==> config.mk <==
export PLATFORM = sky130hd
export DESIGN_NAME = jitter_capture_top
export DESIGN_NICKNAME = d
export VERILOG_FILES = /design/src/rtl/jitter_capture_pkg.sv /design/src/rtl/src_capture_bank.sv /design/src/rtl/xor_fold.sv /design/src/rtl/pair_whitener.sv /design/src/rtl/word_packer.sv /design/src/rtl/capture_buffer.sv /design/src/rtl/jitter_capture_top.sv
export SDC_FILE = /design/constraint.sdc
export NUM_CORES = 2
export LEC_CHECK = 0
export ABC_AREA = 1
export BUFFER_PORTS_ARGS = -buffer_cell sky130_fd_sc_hd__buf_2
export CORE_ASPECT_RATIO = 1.75
export CORE_UTILIZATION = 45
export DETAILED_ROUTE_END_ITERATION = 7
export SYNTH_ARGS = -nofsm -noshare
export SYNTH_HDL_FRONTEND = slang
export SYNTH_SLANG_ARGS = --single-unit
export TNS_END_PERCENT = 1
==> constraint.sdc <==
create_clock -name clk -period 12.2 [get_ports clk]
set_input_delay 0 -clock clk [delete_from_list [all_inputs] [get_ports clk]]
set_output_delay 0 -clock clk [all_outputs]
set_load 0.01 [all_outputs]
==> src/rtl/jitter_capture_pkg.sv <==
package jitter_capture_pkg;
  function automatic int unsigned addr_bits(input int unsigned depth);
    return (depth > 1) ? $clog2(depth) : 1;
  endfunction
endpackage

==> src/rtl/src_capture_bank.sv <==
module src_capture_bank #(
  parameter int unsigned N_SRC     = 5,
  parameter int unsigned SYNC_DEPTH = 2
) (
  input  logic             clk,
  input  logic             rst,
  input  logic [N_SRC-1:0] osc_in,
  input  logic             sample_stb,
  output logic [N_SRC-1:0] cap_bits,
  output logic             cap_vld
);
  // one synchronizer chain and one capture flop per source
  for (genvar g = 0; g < N_SRC; g++) begin : g_src
    logic [SYNC_DEPTH-1:0] chain;
    always_ff @(posedge clk) begin
      if (rst) begin
        chain       <= '0;
        cap_bits[g] <= 1'b0;
      end else begin
        chain <= {chain[SYNC_DEPTH-2:0], osc_in[g]};
        if (sample_stb) cap_bits[g] <= chain[SYNC_DEPTH-1];
      end
    end
  end

  always_ff @(posedge clk) begin
    if (rst) cap_vld <= 1'b0;
    else     cap_vld <= sample_stb;
  end

  AST_CAP_HOLD: assert property (@(posedge clk) disable iff (rst)
    !sample_stb |=> $stable(cap_bits));
endmodule

==> src/rtl/xor_fold.sv <==
module xor_fold #(
  parameter int unsigned N_SRC = 5
) (
  input  logic             clk,
  input  logic             rst,
  input  logic [N_SRC-1:0] cap_bits,
  input  logic             cap_vld,
  output logic             raw_bit,
  output logic             raw_vld
);
  always_ff @(posedge clk) begin
    if (rst) begin
      raw_bit <= 1'b0;
      raw_vld <= 1'b0;
    end else begin
      raw_vld <= cap_vld;
      if (cap_vld) raw_bit <= ^cap_bits;
    end
  end
endmodule

==> src/rtl/pair_whitener.sv <==
module pair_whitener (
  input  logic clk,
  input  logic rst,
  input  logic clr,
  input  logic raw_bit,
  input  logic raw_vld,
  output logic out_bit,
  output logic out_vld
);
  logic have_first;
  logic first_bit;

  always_ff @(posedge clk) begin
    if (rst || clr) begin
      have_first <= 1'b0;
      first_bit  <= 1'b0;
      out_bit    <= 1'b0;
      out_vld    <= 1'b0;
    end else begin
      out_vld <= 1'b0;
      if (raw_vld) begin
        if (!have_first) begin
          have_first <= 1'b1;
          first_bit  <= raw_bit;
        end else begin
          have_first <= 1'b0;
          out_bit    <= first_bit ^ raw_bit;
          out_vld    <= 1'b1;
        end
      end
    end
  end

  AST_OUT_NEEDS_RAW: assert property (@(posedge clk) disable iff (rst)
    out_vld |-> $past(raw_vld));
  AST_OUT_NOT_BACK2BACK: assert property (@(posedge clk) disable iff (rst)
    out_vld |=> !out_vld);
endmodule

==> src/rtl/word_packer.sv <==
module word_packer #(
  parameter int unsigned WORD_W = 32
) (
  input  logic              clk,
  input  logic              rst,
  input  logic              clr,
  input  logic              bit_in,
  input  logic              bit_vld,
  output logic [WORD_W-1:0] word_out,
  output logic              word_vld
);
  localparam int unsigned CNT_W = $clog2(WORD_W);
  localparam logic [CNT_W-1:0] LAST_POS = CNT_W'(WORD_W - 1);

  logic [CNT_W-1:0]  pos;
  logic [WORD_W-1:0] acc;
  logic [WORD_W-1:0] acc_nxt;

  always_comb begin
    acc_nxt      = acc;
    acc_nxt[pos] = bit_in;
  end

  always_ff @(posedge clk) begin
    if (rst || clr) begin
      pos      <= '0;
      acc      <= '0;
      word_out <= '0;
      word_vld <= 1'b0;
    end else begin
      word_vld <= 1'b0;
      if (bit_vld) begin
        acc <= acc_nxt;
        if (pos == LAST_POS) begin
          pos      <= '0;
          word_out <= acc_nxt;
          word_vld <= 1'b1;
        end else begin
          pos <= pos + 1'b1;
        end
      end
    end
  end

  AST_WORD_AFTER_BIT: assert property (@(posedge clk) disable iff (rst)
    word_vld |-> $past(bit_vld));
endmodule

==> src/rtl/capture_buffer.sv <==
module capture_buffer #(
  parameter int unsigned WORD_W = 32,
  parameter int unsigned DEPTH  = 64,
  parameter int unsigned ADDR_W = 6
) (
  input  logic              clk,
  input  logic              rst,
  input  logic              clr,
  input  logic [WORD_W-1:0] wr_data,
  input  logic              wr_vld,
  output logic              full,
  input  logic [ADDR_W-1:0] rd_addr,
  output logic [WORD_W-1:0] rd_data
);
  localparam logic [ADDR_W-1:0] LAST_ADDR = ADDR_W'(DEPTH - 1);

  logic [WORD_W-1:0] mem [DEPTH];
  logic [ADDR_W-1:0] wptr;
  logic              wr_en;

  assign wr_en = wr_vld && !full && !clr;

  always_ff @(posedge clk) begin
    if (wr_en) mem[wptr] <= wr_data;
    rd_data <= mem[rd_addr];
  end

  always_ff @(posedge clk) begin
    if (rst || clr) begin
      wptr <= '0;
      full <= 1'b0;
    end else if (wr_en) begin
      if (wptr == LAST_ADDR) full <= 1'b1;
      else                   wptr <= wptr + 1'b1;
    end
  end

  AST_FULL_FREEZE: assert property (@(posedge clk) disable iff (rst)
    (full && !clr) |=> (full && $stable(wptr)));
  AST_PTR_STEP: assert property (@(posedge clk) disable iff (rst)
    (wr_vld && !full && !clr) |=> (full || (wptr == $past(wptr) + 1'b1)));
  AST_CLEAR_EMPTY: assert property (@(posedge clk) disable iff (rst)
    clr |=> (!full && wptr == '0));
endmodule

==> src/rtl/jitter_capture_top.sv <==
module jitter_capture_top
  import jitter_capture_pkg::*;
#(
  parameter int unsigned N_SRC  = 5,
  parameter int unsigned WORD_W = 32,
  parameter int unsigned DEPTH  = 64,
  localparam int unsigned ADDR_W = addr_bits(DEPTH)
) (
  input  logic              clk,
  input  logic              rst,
  input  logic [N_SRC-1:0]  osc_in,
  input  logic              sample_stb,
  input  logic              cap_clr,
  output logic              rnd_bit,
  output logic              rnd_valid,
  output logic              buf_full,
  input  logic [ADDR_W-1:0] rd_addr,
  output logic [WORD_W-1:0] rd_data
);
  logic [N_SRC-1:0]  cap_bits;
  logic              cap_vld;
  logic              raw_bit;
  logic              raw_vld;
  logic [WORD_W-1:0] word_q;
  logic              word_vld;

  src_capture_bank #(.N_SRC(N_SRC), .SYNC_DEPTH(2)) u_bank (
    .clk(clk), .rst(rst), .osc_in(osc_in), .sample_stb(sample_stb),
    .cap_bits(cap_bits), .cap_vld(cap_vld));

  xor_fold #(.N_SRC(N_SRC)) u_fold (
    .clk(clk), .rst(rst), .cap_bits(cap_bits), .cap_vld(cap_vld),
    .raw_bit(raw_bit), .raw_vld(raw_vld));

  pair_whitener u_white (
    .clk(clk), .rst(rst), .clr(cap_clr), .raw_bit(raw_bit), .raw_vld(raw_vld),
    .out_bit(rnd_bit), .out_vld(rnd_valid));

  word_packer #(.WORD_W(WORD_W)) u_pack (
    .clk(clk), .rst(rst), .clr(cap_clr), .bit_in(rnd_bit), .bit_vld(rnd_valid),
    .word_out(word_q), .word_vld(word_vld));

  capture_buffer #(.WORD_W(WORD_W), .DEPTH(DEPTH), .ADDR_W(ADDR_W)) u_buf (
    .clk(clk), .rst(rst), .clr(cap_clr), .wr_data(word_q), .wr_vld(word_vld),
    .full(buf_full), .rd_addr(rd_addr), .rd_data(rd_data));

  AST_RAW_PER_STROBE: assert property (@(posedge clk) disable iff (rst)
    sample_stb |=> ##1 raw_vld);
  AST_VALID_NEEDS_STROBE: assert property (@(posedge clk) disable iff (rst)
    rnd_valid |-> $past(raw_vld));
endmodule

**After elaboration in Yosys (flattened, before gate mapping)**

Memory sizes are Yosys's and may differ from the RTL's. A register that Yosys moved wholly into a read port is not among the register bits.
Cells that the tools add are included.

- Register bits after elaboration: 99
- Bits in writable memories: 2048
- Word-level logic and storage cells: 58
- Input bits: 15
- Memories: 1

- Equal/unequal tests: 2
- Reductions and logical operators: 14
- Add/sub/neg operators: 2
- Bitwise operators: 5
- $lt $le $gt $ge: 2
- Mux-type cells: 9

Memories:

| memory | words | width | rd ports | clocked after memory_dff | write ports | RTL line | source |
|---|---|---|---|---|---|---|---|
| u_buf.mem | 64 | 32 | 1 | 1 | 1 | capture_buffer.sv:17 | `logic [WORD_W-1:0] mem [DEPTH];` |

Operator list:

| operator | count |
|---|---|
| $bwmux W32 | 1 |
| $reduce_and A2 Y1 | 5 |
| $add A6 B1 Y6 const B | 1 |
| $eq A6 B6 Y1 const B | 1 |
| $lt A5 B6 Y1 const B | 1 |
| $mux W1 | 6 |
| $add A5 B1 Y5 const B | 1 |
| $demux W1 S5 | 1 |
| $eq A5 B5 Y1 const B | 1 |
| $ge A5 B1 Y1 const B | 1 |
| $mux W5 | 1 |
| $reduce_xor A5 Y1 | 1 |
| $not A1 Y1 | 4 |
| $reduce_or A2 Y1 | 2 |
| $logic_and A1 B1 Y1 | 3 |
| $logic_not A1 Y1 | 2 |
| $logic_or A1 B1 Y1 | 1 |
| $xor A1 B1 Y1 | 1 |

**Longest topological paths before layout**

- Word-level depth: 5
- Mapped depth: 13

**Cells and area by module**

A second synthesis with hierarchy kept.

- Cells, all modules: 7454
- Area, all modules: 87273.7 sq um

Modules (own cells, without submodules):

| module | sequential area each (sq um) | cells an instance | area each (sq um) | instances |
|---|---|---|---|---|
| capture_buffer | 62279.7 | 6812 | 83044.6 | 1 |
| word_packer | 1401.3 | 530 | 3389.5 | 1 |
| src_capture_bank | 320.3 | 66 | 529.3 | 1 |
| pair_whitener | 80.1 | 26 | 171.4 | 1 |
| xor_fold | 40.0 | 20 | 138.9 | 1 |

**Worst setup path after synthesis**

No wires, ideal clock.

- Kind: reg-to-reg
- Start point: register u_buf.full
- End point: memory u_buf.mem[40][0], enable pin
- Cell stages (with the launch flop): 6
- Setup slack: 7.680 ns
- Data required time: 11.698 ns
- Library setup time: 0.502 ns
- Arrival: 4.017 ns
- Clock period less this slack: 4.520 ns
- Cell sequence: dfxtp_1 inv_1 nand3_1 clkinv_1 nand4_1 nor4_1

- Cells in the longest elaborated chain, start to end: 5

RTL lines:

| element | RTL line | source |
|---|---|---|
| start: declaration | capture_buffer.sv:11 | `output logic full,` |
| start signal: assignment | capture_buffer.sv:31 | `full <= 1'b0;` |
| start signal: assignment | capture_buffer.sv:33 | `if (wptr == LAST_ADDR) full <= 1'b1;` |
| $logic_not A1 Y1 | capture_buffer.sv:21 | `assign wr_en = wr_vld && !full && !clr;` |
| $logic_and A1 B1 Y1 (2 in series) | capture_buffer.sv:21 |  |
| $mux W1 | capture_buffer.sv:24 | `if (wr_en) mem[wptr] <= wr_data;` |
| $mux W1 (implied by the code) | capture_buffer.sv:24 |  |
| end: declaration | capture_buffer.sv:17 |  |

Every way passes these cells.

==> run metrics <==
endpoints failing hold=0; Synth async-reset ratio=0%; initial antenna violation count=7; status=finished, final reports clean; PortBufs=49; power density over cell area=154 nW/um^2; Filler cells=16359; CTS root buffer=clkbuf_16; Slew @ Worst Pin=1290 ps; vias in the first global route=54293; Crit path required time=12930 ps; DR WL/cell=24.2 um; # rows=212; topmost layer with routed signal wires=met5; syn_nets=7315; Place WS=8080 ps; post-synthesis area per instance=11.9 um^2; ys flop type=edfxtp_1; worst hold path type=in -> reg; crit-path max cell delay=590 ps; Clock Path Buffers=4; # DRC=0; Post-synth EDFFs=2048; Worst Skew=36.0 ps; CP arrival=5870 ps; post-synth cell types=28; critical path cell sequence=dlygate4sd3_1 -> buf_8 -> inv_8 -> buf_12 -> nand3_1 -> nand3_1 -> nand3_1 -> dlygate4sd3_1 -> nand3_1 -> dlygate4sd3_1 -> nand2_1 -> dlygate4sd3_1 -> nand2_1 -> dlygate4sd3_1 -> nand2_1 -> dlygate4sd3_1; Sinks on Clock Net=2179; peak fanout along the critical path=159; Cell Area, Synth=86700 um^2; cell mode on critical path=dlygate4sd3_1; starting density of the core=45.4%; Die Ht=583 um; Hold Path Stages=3; mux share of post-synthesis cell area=0%; synth warn=0; static leakage=35.1 nW; # Post-CTS Setup Buffers=0; TritonRoute pass-1 iters=6; Final min period=5140 ps; most common cell in the netlist=nand2_1; XOR/XNOR Fraction of Synth Area=0.0606%; slowest stage cell on the critical path=buf_12; crit path launch=rd_addr[1]; CTS tree=done; total grt overflow=0; Setup-failing EPs final=0; Worst R2R Path Depth=13; fin nets=7253; num ports=50; layout cell share with drive strength beyond 1=7.48%; worst vdd ir=0.122 mV; H-tree Lvls=4; max cap viols=0; vias per cell=5.72; DR vias=56344; sequential-to-total area share from yosys stat=74.0%; post-synthesis simple-gate area fraction=22.0%; Crit. End Element=flop; CTS buffer count=198; post-synthesis adder-cell area fraction=0.0866%; Slew Limit Fails=0; Area Overhead vs Synth=10.4%; Total Wirelength=238 mm; fmax=195 MHz; clock-pin transition on the worst setup and hold timing paths=60 ps; smallest setup slack after layout=7060 ps; Rel. slew slack=14.0%; worst r2r src=u_buf.mem[45][28]$_DFFE_PP_; global-route wire length before repair=351 mm; #FFs+latches synth=2179; Core Region=191000 um^2; met3 routed WL=16.0 mm; R2R Path End=u_buf.rd_data[28]$_DFF_P_; crit path launch type=input port; part of the cycle the worst path needs=42.1%; RSZ-0062 raised after global routing=no; largest net degree at the start of global routing=236; CP endpoint=u_buf.rd_data[28]$_DFF_P_; R2R setup slack=8330 ps; largest family of logic cells by synthesized area=simple AND/OR/NAND/NOR gates; routability cong.=0.808; Synth area leader=edfxtp_1; DR WL met2=122 mm; global-route usage over all layers=24.1%; area fraction in compound gates after synthesis=0.790%; met1 wire length=91.6 mm; Final ANT Viol Nets=0; Synth top cells by count=2315 x nand2_1, 2048 x edfxtp_1, 1952 x nand3_1, 284 x buf_2, 136 x nor2_1; Post-Syn Instances=7294; Die Wd=334 um; top cells by area, synth=edfxtp_1 71%, nand3_1 11%, nand2_1 10%; Detailed Place HPWL=125 mm; worst skew pair latency=850 ps; First DRT Iteration DRCs=5690; setup TNS=0 ps; Die Area=194000 um^2; Setup CP Type=in -> reg; area share of the largest cell type after synthesis=70.9%
placed cells by master, fill, tap and decap left out, types with 32 or more instances in the layout:
cell type / count
nand3_1: 1952
buf_2: 44
edfxtp_1: 2048
clkbuf_1: 57
nor2_4: 59
dfxtp_1: 98
dlygate4sd3_1: 32
a21oi_1: 43
dfxtp_2: 33
nor2_1: 78
clkbuf_16: 207
buf_4: 130
nand2_1: 2315
inv_1: 74
metrics by stage:
stage                     hold slack (ps)  total power [mW]  utilization (%)  instance area, um^2  instances
after floorplan                      71.3              8.66                -                86700       7294
after global placement                204              8.88             46.8                89300       9461
after detailed placement              211              8.88             46.8                89300       9461
after CTS                            1.26              14.8             50.1                95700       9844
after global routing                 78.8              15.1             50.1                95700       9845
final                                57.0              14.7             50.1                95700       9849
power breakdown:
| part | switching, mW | internal, mW | total, mW |
|---|---|---|---|
| Combinational | 0.469 | 0.173 | 0.642 |
| Sequential | 0.0288 | 8.06 | 8.09 |
| Clock | 2.69 | 3.29 | 5.97 |
how the worst min path moves through the flow:
stage	startpoint	to
floorplan	rst	u_fold.raw_vld$_SDFF_PP0_
global placement	osc_in[0]	u_bank.g_src[0].chain[0]$_SDFF_PP0_
detailed placement	osc_in[4]	u_bank.g_src[4].chain[0]$_SDFF_PP0_
CTS	rst	u_bank.g_src[2].chain[1]$_SDFF_PP0_
global route	rst	u_bank.g_src[4].chain[1]$_SDFF_PP0_
finish	rst	u_bank.g_src[1].chain[1]$_SDFF_PP0_
what timing repair did:
item / 4_1_cts / 5_1_grt
endpoints found under the setup margin: 0 / 0
hold endpoints to repair: 116 / 0
gates resized for setup: 0 / 0
hold buffers: 32 / 0
cell families after synthesis:
family | after synthesis
adder cells (fa/ha/maj) | 6
flip-flops | 2179
AO/OA/AOI/OAI | 123
AND/OR/NAND/NOR | 4422
XOR/XNOR | 6
buffers and inverters | 558
state kept, by name (all words and copies together), names as in the netlist, 5 cells and up:
register,count
u_buf.rd_data,32
u_bank.cap_bits,5
u_pack.pos,5
u_buf.wptr,6
u_pack.acc,32
u_bank.g_src.chain,10
u_buf.mem,2048
u_pack.word_out,32
routing by layer:
metal,vias to the layer above,track usage (%)
met1,28005,30.1
li1,25667,-
met3,452,2.77
met2,2216,43.1
met4,4,8.62
met5,-,0
layout make-up:
| type | count | area, um^2 | share of cell area (%) |
|---|---|---|---|
| sequential | 2179 | 64200 | 67.0 |
| multi-input combinational | 4557 | 20400 | 21.3 |
| clock buffer | 273 | 5520 | 5.76 |
| tap | 2461 | 3080 | 3.22 |
| timing repair buffer | 216 | 1690 | 1.77 |
| clock inverter | 78 | 549 | 0.574 |
| inverter | 80 | 337 | 0.352 |
| antenna | 5 | 12.5 | 0.0131 |
worst max-delay path, delay by kind of cell:
kind / cells / cell delay, ps
AND/OR/NAND/NOR: 7 / 620
buffers and inverters: 9 / 4700
No activity file was read; power rests on OpenSTA's default activity.
